$ cat config.mk
export PLATFORM = sky130hd
export DESIGN_NAME = word_deser
export DESIGN_NICKNAME = d
export VERILOG_FILES = /design/src/rtl/word_deser.sv
export SDC_FILE = /design/constraint.sdc
export NUM_CORES = 1
export LEC_CHECK = 0
export BUFFER_PORTS_ARGS = -buffer_cell sky130_fd_sc_hd__buf_2
export CAP_MARGIN = 30
export CORE_UTILIZATION = 55
export CTS_BUF_LIST = sky130_fd_sc_hd__clkbuf_16
export CTS_CLUSTER_DIAMETER = 120
export DETAILED_ROUTE_END_ITERATION = 8
export PLACE_DENSITY = 0.86
export SYNTH_ARGS = -nofsm -noshare
export SYNTH_HDL_FRONTEND = slang
export SYNTH_SLANG_ARGS = --single-unit
$ cat constraint.sdc
create_clock -name clk_i -period 3.98 [get_ports clk_i]
set_input_delay 0.796 -clock clk_i [delete_from_list [all_inputs] [get_ports clk_i]]
set_output_delay 0.796 -clock clk_i [all_outputs]
set_load 0.005 [all_outputs]
$ cat src/rtl/word_deser.sv
module word_deser #(
  parameter int DATA_W   = 12,
  parameter int LOW_BITS = 7
) (
  input  logic              clk_i,
  input  logic              rst_i,
  input  logic              ser_i,
  input  logic              dir_i,
  input  logic              sel_a_i,
  input  logic              sel_b_i,
  output logic [DATA_W-1:0] word_o,
  output logic              strobe_o
);
  localparam int BW = $clog2(DATA_W);
  localparam int CW = $clog2(LOW_BITS + 1);
  localparam logic [BW-1:0] LAST_BIT = BW'(DATA_W - 1);
  localparam logic [CW-1:0] LOW_LOAD = CW'(LOW_BITS - 1);

  typedef enum logic [1:0] {HUNT, DATA, STOP} st_t;

  st_t              state;
  logic [BW-1:0]    bit_cnt;
  logic [DATA_W-1:0] shreg;
  logic [DATA_W-1:0] word_q;
  logic             strobe_q;
  logic [CW-1:0]    lo_cnt;
  logic             force_lo;

  always_ff @(posedge clk_i) begin
    if (rst_i || dir_i) begin
      state    <= HUNT;
      bit_cnt  <= '0;
      shreg    <= '0;
      word_q   <= '0;
      strobe_q <= 1'b1;
      lo_cnt   <= '0;
    end else begin
      if (!strobe_q) begin
        if (lo_cnt == '0) strobe_q <= 1'b1;
        else              lo_cnt   <= lo_cnt - 1'b1;
      end
      case (state)
        HUNT: if (ser_i) begin
          state   <= DATA;
          bit_cnt <= '0;
        end
        DATA: begin
          shreg <= {ser_i, shreg[DATA_W-1:1]};
          if (bit_cnt == LAST_BIT) state <= STOP;
          else bit_cnt <= bit_cnt + 1'b1;
        end
        STOP: begin
          state <= HUNT;
          if (!ser_i) begin
            word_q   <= shreg;
            strobe_q <= 1'b0;
            lo_cnt   <= LOW_LOAD;
          end
        end
        default: state <= HUNT;
      endcase
    end
  end

  assign force_lo = !sel_a_i && !sel_b_i;
  assign word_o   = force_lo ? '0 : word_q;
  assign strobe_o = !force_lo && strobe_q;

  // a new word from the receiver always comes with a falling strobe
  a_r3_fall_with_word: assert property (@(posedge clk_i) disable iff (rst_i)
    (!$stable(word_q) && !$past(dir_i)) |-> $fell(strobe_q));

  // the low phase ends once the counter is exhausted
  a_r4_low_ends: assert property (@(posedge clk_i) disable iff (rst_i)
    (!strobe_q && lo_cnt == '0) |=> strobe_q);

  // a bad stop bit produces neither a strobe nor a new word
  a_r7_bad_stop: assert property (@(posedge clk_i) disable iff (rst_i || dir_i)
    (state == STOP && ser_i && strobe_q) |=> (strobe_q && $stable(word_q)));

  // direction high leaves the receiver idle
  a_r8_dir_idle: assert property (@(posedge clk_i) disable iff (rst_i)
    dir_i |=> (state == HUNT && strobe_q && word_q == '0));

endmodule

==> metrics.cfg, run 1 <==
[sta]
hold_viol=0
fin_skew_ns=0.00259
fmax_mhz=379
tightest_slew_ns=0.879
slew_violations=0
fin_crit_sh_pct=66.3
finalSetupTns_ns=0
fin_crit_ns=2.64
setup_viol=0
rsz0062_at_grt=false
maxSlewHeadroom_pct=41.3

[global_routing]
overflow=0
grt_pass1_wl_um=4560
grt_max_degree=35
antenna_found_initial=0
grt_pass1_vias=1001
grtUsageTotal_pct=23.2

[critical_path]
crit_fanout=13
criticalPathCategory=input port to output port
worstPathRequired_ns=3.18
critPathLaunchType=input port
crit_path_end_kind=output port
arrival_ns=1.84

[clock_network]
ctsResizeCount=0
numCtsBuffers=5
cts_hold_buf=0
root_buffer=clkbuf_16
clk_pin_slew_ns=0.06
cts_setup_buffers=0
cts_sinks=34
clk_latency_ns=0.27
htreeDepth=2
clk_path_buf_depth=2
cts_tree=built

[power_and_ir_drop]
p_leak_nw=0.633
ir_drop_uv=523
p_per_area_mw_per_mm2=475
fin_total_pwr_uw=793

[route]
via_per_inst=5.43
drtIter0Drc=27
ant_nets=0
totalWireLength_um=2780
via_count=1129
drc=0
wl_per_cell_um=13.4
drtPass1Iterations=4

[yosys]
avgSynthCellArea_um2=8.87
ys_async_sr_fraction_pct=0
synth-edff-count=0
synthDistinctLibCells=26
ys_warn_count=0
synthCells=161
ys.flop_type=dfxtp_1
seq_area_frac_synth_pct=47.7
yosys_register_bits=34
synthTopCellsByCount=34 x dfxtp_1, 26 x nand2_1, 16 x a21oi_1
synth_area_mm2=0.00143
syn_nets=171
synth.most_common_cell=dfxtp_1
ys_top_cells_by_area=dfxtp_1 48%, mux2i_1 9.1%, nand2_1 6.8%, nor2b_1 6.1%, a21oi_1 5.6%
yosysTopAreaCell=dfxtp_1
netlist.area_leader.share_pct=47.7

[flow_run]
drv_cap=0

[final_layout]
synthToLayoutAreaGrowth_pct=17.0
drive_gt1_share_pct=15.7
diodes=0
num-nets-final=187

[floorplanning]
die-area_mm2=0.00280
chipWidth_um=52.9
io_pins=19
die_y_um=52.9
initial_core_util_pct=58.2
fp-row-count=18
design.core.area_mm2=0.00245

[placement]
gp_congestion=0.772
port_buffers=18
hpwl_um=1700

[min_path]
hp-class=register to register

[outcome]
status=finished clean

==> per-stage QoR <==
step                cell area (um^2)  hold WS (ns)  setup WS, ns  util, %  cells
floorplan                       1430         0.436          1.84        -    161
global placement                1510         0.442          1.42     61.3    200
detailed placement              1510         0.449          1.31     61.3    200
CTS                             1670         0.462          1.30     68.0    208
global route                    1670         0.494          1.22     68.0    208
finish                          1670         0.462          1.34     68.0    208
==> state kept, by name, summed over array words and instances, names as in the netlist <==
signal	cells
bit_cnt	4
lo_cnt	3
shreg	12
state	2
strobe_q	1
word_q	12
==> path summary, 6_finish.rpt <==
check	startpoint	to	depth (start not counted)	slack [ns]
max	sel_a_i	word_o[1]	4	1.34
min	shreg[0]	shreg[0]	2	0.46
max reg2reg	state[1]	word_q[10]	3	2.27
min reg2reg	shreg[0]	shreg[0]	2	0.46
==> power breakdown <==
part / internal, mW / total, mW / switching [mW]
Sequential: 0.341 / 0.343 / 0.00156
Combinational: 0.00440 / 0.0182 / 0.0138
Clock: 0.293 / 0.432 / 0.139
==> critical path, cell delays in order <==
cell	delay, ns
buf_2	0.09
nor2_1	0.65
nor2b_1	0.13
buf_2	0.17
==> cells in the final DEF, fill, tap and decap left out, types with 3 or more instances in the layout <==
| master | Yosys | routed |
|---|---|---|
| buf_2 | 1 | 18 |
| a21oi_1 | 16 | 16 |
| inv_1 | 4 | 4 |
| mux2i_1 | 13 | 13 |
| clkbuf_16 | 0 | 5 |
| o21ai_0 | 5 | 5 |
| dfxtp_1 | 34 | 34 |
| nor2b_1 | 14 | 14 |
| ha_1 | 4 | 4 |
| nand2_1 | 26 | 26 |
| nor2_1 | 15 | 15 |
| nor3_1 | 3 | 3 |
==> cells by family (layout without fill, tap and decap cells) <==
kind of cell,after synthesis,after routing,synth area share [%]
AOI/OAI and AO/OA,25,25,9.29
xor gates and xnor gates,1,1,0.614
adders and majority gates,4,4,3.51
buffers and inverters,13,30,4.56
DFF,34,34,47.7
muxes,13,13,9.11
and+or+nand+nor,71,71,25.2
==> final cells by class <==
class                   count  area (um^2)
inverters                   4         15.0
flip-flops and latches     34          681
well taps                  30         37.5
clock inverters             3         40.0
repair buffers             18         90.1
multi-input cells         114          682
clock buffers               5          125
fillers                   183          785
==> metal layers <==
layer / GRT usage (%) / routed length [um] / vias to the layer above
li1: - / - / 567
met2: 38.8 / 1410 / 25
met3: 8.62 / 100 / 2
met4: 7.89 / 6 / 0
met1: 27.1 / 1260 / 535
met5: 0 / 0 / -
Power figures use the tool's default switching activity.
==> run 2, diff against run 1 <==
- ABC_AREA: unset -> 1
- CORE_UTILIZATION: 55 -> 50
- PLACE_DENSITY: 0.86 -> 0.82
- clock period: 3.98 -> 2.2 ns (I/O delays scaled with it)
==> metrics.cfg, run 2 <==
[clock_network]
clk_path_buf_depth=2  ; unchanged
clk_pin_slew_ns=0.05  ; about the same
htreeDepth=2  ; unchanged
root_buffer=clkbuf_16
ctsResizeCount=0  ; unchanged
cts_hold_buf=0  ; unchanged
cts_sinks=34  ; unchanged
cts_setup_buffers=0  ; unchanged
clk_latency_ns=0.27  ; about the same
cts_tree=built
numCtsBuffers=5  ; unchanged

[yosys]
synth-edff-count=0  ; unchanged
synthTopCellsByCount=44 x nor2_1, 34 x dfxtp_1, 26 x inv_1
ys.flop_type=dfxtp_1
yosys_register_bits=34  ; unchanged
syn_nets=202  ; +18%
netlist.area_leader.share_pct=47.2  ; -0.46 points
ys_async_sr_fraction_pct=0  ; unchanged
synthCells=192  ; +19%
synth_area_mm2=0.00144  ; +0.96%
yosysTopAreaCell=dfxtp_1
ys_top_cells_by_area=dfxtp_1 47%, nor2_1 11%, o21ai_0 7.3%, inv_1 6.8%, a21oi_1 5.2%
ys_warn_count=0  ; unchanged
synthDistinctLibCells=21  ; -19%
synth.most_common_cell=nor2_1
seq_area_frac_synth_pct=47.2  ; -0.46 points
avgSynthCellArea_um2=7.51  ; -15%

[sta]
rsz0062_at_grt=false
fin_crit_ns=1.43
fmax_mhz=700
fin_skew_ns=0.00291  ; +0.000317 ns
slew_violations=0  ; unchanged
finalSetupTns_ns=0  ; unchanged
maxSlewHeadroom_pct=68.7  ; +27 points
tightest_slew_ns=0.467  ; -0.412 ns
setup_viol=0  ; unchanged
hold_viol=0  ; unchanged
fin_crit_sh_pct=65.0

[final_layout]
final_cell_mix=44 x nor2_1, 34 x dfxtp_1, 26 x inv_1
drive_gt1_share_pct=15.2  ; -0.49 points
synthToLayoutAreaGrowth_pct=14.3
reg_top3=shreg x12, word_q x12, bit_cnt x4
diodes=0  ; unchanged
num-fill-cells=247  ; +35%
num-nets-final=221  ; +18%
final_area_mm2=0.00165  ; -1.3%
utilization_pct=60.3  ; -7.8 points
final_common_cell=nor2_1

[floorplanning]
design.core.area_mm2=0.00273  ; +11%
fp-row-count=19  ; +1
die-area_mm2=0.00310  ; +11%
die_y_um=55.7  ; +5.2%
io_pins=19  ; unchanged
initial_core_util_pct=52.7  ; -5.4 points
chipWidth_um=55.7  ; +5.2%

[flow_run]
drv_cap=0  ; unchanged

[global_routing]
overflow=0  ; unchanged
grtUsageTotal_pct=17.2  ; -6.0 points
grt_pass1_wl_um=4150  ; -9.1%
grt_max_degree=28  ; -20%
antenna_found_initial=0  ; unchanged
grt_pass1_vias=1049  ; +4.8%

[route]
drc=0  ; unchanged
via_count=1166  ; +3.3%
drtIter0Drc=23  ; -15%
via_per_inst=4.84  ; -11%
drtPass1Iterations=4  ; unchanged
ant_nets=0  ; unchanged
totalWireLength_um=2380  ; -14%
wl_per_cell_um=9.88  ; -26%

[placement]
port_buffers=18  ; unchanged
hpwl_um=1670  ; -1.9%
gp_congestion=0.809  ; +4.7%
post_dp_cell_area_mm2=0.00152  ; +0.91%

[min_path]
holdCritStartpoint=word_q[6]
hp-class=register to register

[power_and_ir_drop]
p_per_area_mw_per_mm2=793  ; +67%
seqPwrFrac_pct=48.2  ; +5.0 points
ir_drop_uv=960  ; +84%
p_clk_share_pct=47.4  ; -7.1 points
swShare_pct=20.0  ; +0.52 points
p_sw_uw=262  ; +69%
p_leak_nw=0.717  ; +13%
p_int_mw=1.05  ; +64%
pwr-share-comb_pct=4.4  ; +2.1 points

[critical_path]
critPathLaunchType=input port
arrival_ns=0.99  ; -0.85 ns
crit_path_end_kind=output port
criticalPathCategory=input port to output port
worstPathRequired_ns=1.76  ; -1.42 ns
reg2reg_from=lo_cnt[0]
crit_fanout=13  ; unchanged
crit_start=sel_a_i

[outcome]
status=finished clean

run 2: power by group through the flow:
| stage | registers (mW) | clock network, mW | logic [mW] |
|---|---|---|---|
| floorplan | 0.640 | 0 | 0.0480 |
| global placement | 0.641 | 0 | 0.0567 |
| detailed placement | 0.641 | 0 | 0.0580 |
| CTS | 0.629 | 0.635 | 0.0583 |
| global route | 0.629 | 0.664 | 0.0668 |
| finish | 0.630 | 0.620 | 0.0580 |
run 2: cells by family (layout without fill, tap and decap cells):
logic type	after synthesis	in the layout	share of synthesized area, %
AO/OA/AOI/OAI	44	44	15.8
XOR/XNOR	1	1	0.608
adder cells (fa/ha/maj)	4	4	3.47
buffers and inverters	36	54	11.9
flip-flops	34	34	47.2
AND/OR/NAND/NOR	73	73	21.0
run 2: final timing paths:
kind / to / slack [ns] / cells past startpoint
worst max-delay path: word_o[11] / 0.77 / 5
worst min-delay path: word_q[6] / 0.45 / 2
worst max register to register: lo_cnt[1] / 0.77 / 7
worst min register to register: word_q[6] / 0.45 / 2
run 2: routing by layer:
metal,part of all wire [%],track usage (%),vias up
met5,0,0,-
met4,1.7,7.50,0
met3,3.5,5.58,4
met2,48,31.2,17
met1,46,18.1,507
li1,-,-,638
run 2: per-stage QoR:
step                hold WS (ns)  power (mW)  worst slack, ns  cells
finish                     0.449        1.31            0.770    241
global route               0.475        1.36            0.603    241
CTS                        0.451        1.32            0.758    241
detailed placement         0.444       0.699            0.717    235
global placement           0.440       0.698            0.766    235
floorplan                  0.427       0.688            0.878    192
run 2: final cells by class:
type,count,area (um^2),share of cell area (%)
sequential,34,681,41.3
multi-input combinational,122,589,35.8
clock buffer,5,125,7.59
timing repair buffer,20,105,6.38
inverter,28,105,6.38
tap,31,38.8,2.35
clock inverter,1,3.75,0.228
run 2: worst max-delay path, cell delays in order:
cell	delay [ns]
buf_2	0.10
nor2_1	0.09
buf_4	0.19
nor2_1	0.06
buf_2	0.12
==> run 3, diff against run 2 <==
- clock period: 2.2 -> 1.3 ns (I/O delays scaled with it)
==> metrics.cfg, run 3 (synthesis gave the netlist of run 2 again) <==
[critical_path]
critPathLaunchType=register
crit_path_end_kind=register
arrival_ns=1.40  ; +0.41 ns
crit_buf_inv=2  ; -1
criticalPathCategory=register to register
slowest_stage=dfxtp_1
worstPathRequired_ns=1.47  ; -0.29 ns
cpLargestDelayFamily=adder cells
max_stage_delay_ns=0.30  ; +0.11 ns
crit_fanout=3  ; -10
cp_cell_sequence=inv_1 -> ha_2 -> ha_4 -> nor2_4 -> o21ai_1 -> o21ai_1 -> inv_1

[placement]
gp_congestion=0.800  ; -1.1%
hpwl_um=1640  ; -1.5%
dp_slack_ns=-0.0869  ; -0.804 ns
port_buffers=18  ; unchanged

[flow_run]
drv_cap=0  ; unchanged

[sta]
whs_ns=0.320  ; -0.128 ns
tightest_slew_ns=0.226  ; -0.241 ns
finalWorstSetupSlack_ns=0.0695  ; -0.701 ns
maxSlewHeadroom_pct=84.9  ; +16 points
rsz0062_at_grt=false
fin_crit_ns=1.23
setup_viol=0  ; unchanged
fmax_mhz=813
hold_viol=0  ; unchanged
fin_crit_sh_pct=94.7
finalSetupTns_ns=0  ; unchanged
fin_skew_ns=0.00332  ; +0.000411 ns
slew_violations=0  ; unchanged

[clock_network]
cts_setup_buffers=0  ; unchanged
clk_path_buf_depth=2  ; unchanged
cts_tree=built
root_buffer=clkbuf_16
cts_hold_buf=0  ; unchanged
htreeDepth=2  ; unchanged
clk_pin_slew_ns=0.05  ; about the same
cts_sinks=34  ; unchanged
numCtsBuffers=5  ; unchanged
clk_latency_ns=0.28  ; about the same

[global_routing]
grt_max_degree=28  ; unchanged
grt_pass1_wl_um=4310  ; +3.8%
grt_pass1_vias=1051  ; +0.19%
overflow=0  ; unchanged
grtUsageTotal_pct=17.9  ; +0.65 points
antenna_found_initial=0  ; unchanged

[route]
totalWireLength_um=2450  ; +2.8%
drc=0  ; unchanged
via_count=1205  ; +3.3%
drtPass1Iterations=4  ; unchanged
wl_per_cell_um=9.79  ; -0.89%
drtIter0Drc=46  ; +100%
ant_nets=0  ; unchanged
via_per_inst=4.82  ; -0.38%

[outcome]
status=finished clean

[final_layout]
diodes=0  ; unchanged
drive_gt1_share_pct=21.9  ; +6.7 points
num-fill-cells=233  ; -5.7%
num-nets-final=228  ; +3.2%
synthToLayoutAreaGrowth_pct=23.6
reg_top3=shreg x12, word_q x12, bit_cnt x4
final_cell_mix=43 x nor2_1, 32 x dfxtp_1, 26 x inv_1
final_common_cell=nor2_1
utilization_pct=65.2  ; +4.9 points

[floorplanning]
initial_core_util_pct=52.7  ; unchanged
die_y_um=55.7  ; unchanged
io_pins=19  ; unchanged
chipWidth_um=55.7  ; unchanged
fp-row-count=19  ; unchanged
die-area_mm2=0.00310  ; unchanged
design.core.area_mm2=0.00273  ; unchanged

[min_path]
hp-class=input port to register

[power_and_ir_drop]
p_per_area_mw_per_mm2=1410  ; +78%
p_leak_nw=0.767  ; +7.0%
ir_drop_uv=1210  ; +26%
fin_total_pwr_mw=2.51  ; +92%

run 3: cell types whose count changed in the layout (fill, tap and decap cells not counted), sizes merged:
cell | previous run | this run
buf | 20 | 27
bufinv | 0 | 1
clkinv | 1 | 0
clkinvlp | 0 | 2
run 3: final cells by class:
class / instances / area, um^2 / area share [%]
Clock buffer: 5 / 125 / 7.02
Clock inverter: 3 / 45.0 / 2.53
Inverter: 28 / 105 / 5.90
Multi-Input combinational cell: 122 / 614 / 34.5
Sequential cell: 34 / 683 / 38.3
Tap cell: 31 / 38.8 / 2.18
Timing Repair Buffer: 27 / 170 / 9.55
run 3: final timing paths:
kind | from | slack, ns | endpoint | cells past startpoint
setup / recovery | lo_cnt[0] | 0.07 | lo_cnt[1] | 7
hold / removal | ser_i | 0.32 | state[0] | 3
setup reg to reg | lo_cnt[0] | 0.07 | lo_cnt[1] | 7
hold reg to reg | bit_cnt[0] | 0.45 | bit_cnt[0] | 1
run 3: timing repair:
action,4_1_cts,5_1_grt
endpoints found under the setup margin,2,3
pin swaps,1,2
resized for setup,2,8
run 3: power breakdown:
group	switching, mW	total [mW]	internal [mW]
Clock	0.436	1.34	0.902
Combinational	0.0662	0.108	0.0421
Sequential	0.00897	1.06	1.05
run 3: worst register-to-register path: stages (launching register included):
cell and delay, ns:
dfxtp_1 0.30, inv_1 0.05, ha_2 0.20, ha_4 0.17, nor2_4 0.13, o21ai_1 0.07, o21ai_1 0.15, inv_1 0.05
run 3: routing by layer:
layer	share of wire [%]	vias up	GRT usage [%]	wire (um)
met5	0	-	0	0
met4	2.5	0	10.7	62
met3	3.1	7	4.88	75
met2	46	17	29.1	1130
met1	48	528	20.9	1180
li1	-	653	-	-
run 3: through the flow:
stage / cell area, um^2 / std cells
floorplan: 1440 / 192
global placement: 1580 / 242
detailed placement: 1580 / 242
CTS: 1760 / 250
global route: 1780 / 250
finish: 1780 / 250
